### src/rtl/rev_alu_pkg.sv
package rev_alu_pkg;
    localparam int OPW = 3;

    typedef enum logic [OPW-1:0] {
        OP_ADD  = 3'd0,
        OP_NEG  = 3'd1,
        OP_STEP = 3'd2,
        OP_ROT  = 3'd3,
        OP_TOF  = 3'd4,
        OP_RSV5 = 3'd5,
        OP_RSV6 = 3'd6,
        OP_RSV7 = 3'd7
    } ralu_op_e;
endpackage

### src/rtl/rev_maj_adder.sv
// In-place ripple adder built from majority / unmajority stages.
// Register image: ext[0] is the ancilla, ext[i+1] holds a[i]; t holds b.
module rev_maj_adder #(
    parameter int W = 8
) (
    input  logic         rev_i,
    input  logic         anc_i,
    input  logic [W-1:0] a_i,
    input  logic [W-1:0] b_i,
    output logic         anc_o,
    output logic [W-1:0] a_o,
    output logic [W-1:0] b_o
);
    localparam int EW = W + 1;

    logic [EW-1:0] ext;
    logic [W-1:0]  t;

    always_comb begin
        ext = {a_i, anc_i};
        t   = b_i;
        if (!rev_i) begin
            // majority sweep upward: carry lands in the a slot
            for (int i = 0; i < W; i++) begin
                t[i]     = t[i] ^ ext[i+1];
                ext[i]   = ext[i] ^ ext[i+1];
                ext[i+1] = ext[i+1] ^ (ext[i] & t[i]);
            end
            // unmajority sweep downward: restore a, leave sum in b
            for (int i = W - 1; i >= 0; i--) begin
                ext[i+1] = ext[i+1] ^ (ext[i] & t[i]);
                ext[i]   = ext[i] ^ ext[i+1];
                t[i]     = t[i] ^ ext[i];
            end
        end else begin
            // inverse unmajority stages, bottom to top
            for (int i = 0; i < W; i++) begin
                t[i]     = t[i] ^ ext[i];
                ext[i]   = ext[i] ^ ext[i+1];
                ext[i+1] = ext[i+1] ^ (ext[i] & t[i]);
            end
            // inverse majority stages, top to bottom
            for (int i = W - 1; i >= 0; i--) begin
                ext[i+1] = ext[i+1] ^ (ext[i] & t[i]);
                ext[i]   = ext[i] ^ ext[i+1];
                t[i]     = t[i] ^ ext[i+1];
            end
        end
        anc_o = ext[0];
        a_o   = ext[EW-1:1];
        b_o   = t;
    end
endmodule

### src/rtl/rev_unary.sv
// Single-operand reversible operations on the target word.
module rev_unary
    import rev_alu_pkg::*;
#(
    parameter int W = 8
) (
    input  ralu_op_e     op_i,
    input  logic         rev_i,
    input  logic [W-1:0] b_i,
    output logic [W-1:0] b_o
);
    localparam logic [W-1:0] ONE = W'(1);

    always_comb begin
        unique case (op_i)
            OP_NEG:  b_o = (~b_i) + ONE;
            OP_STEP: b_o = rev_i ? (b_i - ONE) : (b_i + ONE);
            OP_ROT:  b_o = rev_i ? {b_i[0], b_i[W-1:1]} : {b_i[W-2:0], b_i[W-1]};
            default: b_o = b_i;
        endcase
    end
endmodule

### src/rtl/rev_toffoli_word.sv
// Bitwise controlled-controlled-NOT across a whole word.
module rev_toffoli_word #(
    parameter int W = 8
) (
    input  logic [W-1:0] ctl_a_i,
    input  logic [W-1:0] ctl_c_i,
    input  logic [W-1:0] tgt_i,
    output logic [W-1:0] tgt_o
);
    for (genvar g = 0; g < W; g++) begin : g_bit
        assign tgt_o[g] = tgt_i[g] ^ (ctl_a_i[g] & ctl_c_i[g]);
    end
endmodule

### src/rtl/rev_alu.sv
module rev_alu
    import rev_alu_pkg::*;
#(
    parameter int W       = 8,
    parameter bit REG_OUT = 1'b1
) (
    input  logic         clk,
    input  logic         rst_n,
    input  logic [2:0]   op_i,
    input  logic         rev_i,
    input  logic         anc_i,
    input  logic [W-1:0] a_i,
    input  logic [W-1:0] b_i,
    input  logic [W-1:0] c_i,
    output logic [W-1:0] a_o,
    output logic [W-1:0] b_o,
    output logic [W-1:0] c_o,
    output logic         anc_o,
    output logic         err_o
);
    ralu_op_e     op;
    logic [W-1:0] add_a, add_b, un_b, tof_b;
    logic         add_anc;

    logic [W-1:0] nx_a, nx_b, nx_c;
    logic         nx_anc, nx_err;

    assign op = ralu_op_e'(op_i);

    rev_maj_adder #(.W(W)) u_adder (
        .rev_i (rev_i),
        .anc_i (anc_i),
        .a_i   (a_i),
        .b_i   (b_i),
        .anc_o (add_anc),
        .a_o   (add_a),
        .b_o   (add_b)
    );

    rev_unary #(.W(W)) u_unary (
        .op_i  (op),
        .rev_i (rev_i),
        .b_i   (b_i),
        .b_o   (un_b)
    );

    rev_toffoli_word #(.W(W)) u_tof (
        .ctl_a_i (a_i),
        .ctl_c_i (c_i),
        .tgt_i   (b_i),
        .tgt_o   (tof_b)
    );

    // result selection
    always_comb begin
        nx_a   = a_i;
        nx_c   = c_i;
        nx_anc = anc_i;
        nx_err = 1'b0;
        unique case (op)
            OP_ADD: begin
                nx_a   = add_a;
                nx_b   = add_b;
                nx_anc = add_anc;
                nx_err = add_anc;
            end
            OP_NEG, OP_STEP, OP_ROT: nx_b = un_b;
            OP_TOF:                  nx_b = tof_b;
            default:                 nx_b = b_i;
        endcase
    end

    if (REG_OUT) begin : g_reg
        always_ff @(posedge clk or negedge rst_n) begin
            if (!rst_n) begin
                a_o   <= '0;
                b_o   <= '0;
                c_o   <= '0;
                anc_o <= 1'b0;
                err_o <= 1'b0;
            end else begin
                a_o   <= nx_a;
                b_o   <= nx_b;
                c_o   <= nx_c;
                anc_o <= nx_anc;
                err_o <= nx_err;
            end
        end
    end else begin : g_comb
        logic unused_clk;
        assign unused_clk = clk ^ rst_n;
        assign a_o   = nx_a;
        assign b_o   = nx_b;
        assign c_o   = nx_c;
        assign anc_o = nx_anc;
        assign err_o = nx_err;
    end
endmodule

### config.mk
export PLATFORM = sky130hd
export DESIGN_NAME = rev_alu
export DESIGN_NICKNAME = d
export VERILOG_FILES = /design/src/rtl/rev_alu_pkg.sv /design/src/rtl/rev_maj_adder.sv /design/src/rtl/rev_unary.sv /design/src/rtl/rev_toffoli_word.sv /design/src/rtl/rev_alu.sv
export SDC_FILE = /design/constraint.sdc
export NUM_CORES = 1
export LEC_CHECK = 0
export BUFFER_PORTS_ARGS = -buffer_cell sky130_fd_sc_hd__buf_2
export CORE_UTILIZATION = 58
export DETAILED_ROUTE_END_ITERATION = 8
export GPL_TIMING_DRIVEN = 0
export PLACE_DENSITY = 0.95
export SYNTH_ARGS = -nofsm -noshare
export SYNTH_HDL_FRONTEND = slang
export SYNTH_SLANG_ARGS = --single-unit
### constraint.sdc
create_clock -name clk -period 1.3 [get_ports clk]
set_clock_uncertainty 0.15 [all_clocks]
set_input_delay 0.26 -clock clk [delete_from_list [all_inputs] [get_ports clk]]
set_output_delay 0.26 -clock clk [all_outputs]
set_load 0.01 [all_outputs]
==> run_results.csv <==
group,metric,value,unit
status,status,"complete, but fails checks",
status,violations,"negative setup slack",
cells_and_area,layout-drive-gt1-share,0.373,
setup_path,cp_slowest_cell,"nor2b_1",
route,drt_iter0_drc,420,
synthesis,ys.flop_type,"dfrtp_1",
clocking,cts_sinks,26,
power_and_ir_drop,p_leak,1.43,nW
synthesis,synth_seq_cells,26,
setup_path,worst_ep_arrival_time,2170,ps
job,cap_violations,0,
placed_design,placed_cell_area,2730,µm²
route,vias,2726,
synthesis,ys_seq_area_frac,0.282,
synthesis,avgSynthCellArea,7.96,µm²
cells_and_area,layout.cells.non_filler,415,
die,ios,57,
setup_path,start_kind,"input port",
timing,setup_violations,8,
route,drcViolationCount,0,
setup_path,critical_path.max_stage_delay,370,ps
clocking,cts-root-buf,"clkbuf_8",
cells_and_area,fin_area,3250,µm²
timing,rsz0062_at_grt,"yes",
grt,grt_antenna_before_repair,0,
timing,slew_headroom,0.590,
setup_path,path_class,"input port to flip-flop",
die,die_y,65.1,µm
route,drt_wl_total,8.09,mm
placed_design,portBuffers,47,
clocking,h-tree-depth,1,
synthesis,yosys_warnings,0,
clocking,numCtsBuffers,3,
power_and_ir_drop,total_power,2.62,mW
synthesis,async_reset_ff_frac,1.00,
setup_path,worstPathMaxFanout,8,
power_and_ir_drop,power.density,807,nW/µm²
cells_and_area,fillers,194,
grt,grt_overflow,0,
placed_design,dpl.hpwl,4.64,mm
grt,grt_first_pass_wirelength,12.6,mm
placed_design,gp_congestion,0.987,
timing,final-hold-violation-count,0,
clocking,path_clk_slew,90,ps
grt,grt_max_degree,27,
clocking,clk_path_buf_depth,2,
setup_path,crit_required,1320,ps
cells_and_area,layout_common_cells,"buf_2, dfrtp_1, nor2_1",
cells_and_area,diodes,0,
synthesis,synth.cell_area,2310,µm²
timing,finalSetupTns,-4830,ps
timing,max_freq,466,MHz
setup_path,end_kind,"flip-flop",
die,core_region_area,3740,µm²
grt,grt_pass1_vias,2619,
setup_path,crit_chain,"buf_2 -> nor2b_1 -> a21oi_1 -> a21oi_2 -> nor3_1 -> o32ai_2 -> xor2_1 -> a21oi_1 -> o22a_1",
die,core.rowCount,22,
placed_design,pre_cts_slack,-1110,ps
grt,grtUsageTotal,0.392,
synthesis,synthCells,290,
route,routedWlPerCell,19.5,µm
clocking,cts_tree,"done",
route,via_per_inst,6.57,
die,dieWidth,65.1,µm
die,start_util,0.617,
route,drt_pass1_iterations,6,
timing,drv_slew,0,
synthesis,syn_nets,329,
power_and_ir_drop,ir_worst_vdd,574,µV
cells_and_area,ff_latch_area,651,µm²
setup_path,worst_path_most_repeated_cell,"a21oi_1",
timing,period_minus_slack,2150,ps
timing,layout_setup_ws,-846,ps
placed_design,dp_cells,385,
die,dieArea,4240,µm²
timing,tightest_slew,615,ps
cells_and_area,area_delta_synth_final,40.6,%
synthesis,ys_types,59,
synthesis,synth-edff-count,0,
cells_and_area,multi_input_area,1650,µm²
cells_and_area,final_nets,407,
timing,fin_crit_sh,1.65,
cells_and_area,final_common_cell,"buf_2",
route,ant_nets,0,
hold_path,hp-class,"input port to flip-flop",
-- area by class of cell --
type,instances,area share
Buffer,33,0.0775
Clock buffer,4,0.0170
Inverter,13,0.0154
Multi-Input combinational cell,218,0.508
Sequential cell,26,0.200
Tap cell,48,0.0185
Timing Repair Buffer,73,0.164
-- stage by stage --
stage / hold WS, ps / util
finish: 55.7 / 0.867
global route: 66.4 / 0.867
CTS: 63.8 / 0.853
detailed placement: 146 / 0.730
global placement: 114 / 0.730
floorplan: -186 / -
-- cell usage after synthesis, drive strengths merged, types with 2 or more instances --
cell type,n,area (µm²)
maj3,3,31.3
mux2i,6,60.1
o21ai,24,120
xnor2,22,193
or2,2,12.5
o211ai,3,22.5
mux2,2,22.5
a22oi,3,27.5
nor4,2,12.5
nor2,27,101
inv,12,45.0
o22ai,6,37.5
and2,3,18.8
a2bb2oi,4,35.0
clkbuf,19,71.3
a31oi,6,37.5
a21o,2,15.0
o21a,3,22.5
a41oi,2,17.5
a211oi,3,27.5
ha,7,87.6
nor2b,2,12.5
nand2b,3,18.8
a21oi,28,144
nor3,5,30.0
xor2,6,52.6
buf,13,77.6
dfrtp,26,651
o21bai,2,15.0
nand2,24,90.1
-- logic make-up (layout without fill, tap and decap cells) --
group | after synthesis | count (layout) | share of synthesized area
multiplexers | 8 | 8 | 0.0358
flip-flops | 26 | 26 | 0.282
adder cells (fa/ha/maj) | 11 | 11 | 0.0601
AO/OA/AOI/OAI | 99 | 99 | 0.282
XOR/XNOR | 28 | 28 | 0.106
AND/OR/NAND/NOR | 72 | 72 | 0.145
buffers and inverters | 46 | 123 | 0.0894
-- path summary, 6_finish.rpt --
check / from / to / slack [ps] / depth (start not counted)
hold / removal: anc_i / anc_o / 60 / 2
setup / recovery: a_i[3] / b_o[6] / -850 / 9
max in group asynchronous: rst_n / c_o[5] / 250 / 2
min in group asynchronous: rst_n / b_o[1] / 360 / 2
-- sequential cells by signal, summed over array words and instances (netlist names) --
register,flops
a_o,8
anc_o,1
b_o,8
c_o,8
err_o,1
-- critical path: cells and delay by family --
kind | cells | cell delay, ps
xor gates and xnor gates | 1 | 270
and+or+nand+nor | 2 | 470
AOI/OAI and AO/OA | 5 | 970
buffers and inverters | 1 | 190
-- what timing repair did --
item | 4_1_cts | 5_1_grt
pin swaps | 40 | 14
gates cloned | 1 | 0
endpoints found under the setup margin | 9 | 8
setup buffers | 14 | 2
hold buffers | 9 | 0
gates resized for setup | 43 | 8
endpoints found under the hold margin | 34 | 0
-- per-layer routing --
layer | vias to the layer above | part of all wire | global-route usage
li1 | 1167 | - | -
met1 | 1248 | 0.36 | 0.486
met2 | 258 | 0.48 | 0.648
met3 | 53 | 0.12 | 0.0660
met4 | 0 | 0.045 | 0.209
met5 | - | 0 | 0
-- power breakdown --
group / switching (mW) / total (mW) / internal, mW
registers: 0.0141 / 0.885 / 0.871
clock network: 0.270 / 0.542 / 0.272
logic: 0.657 / 1.19 / 0.538
total: 0.941 / 2.62 / 1.68
Note: power is estimated with default switching activity, not from simulation.
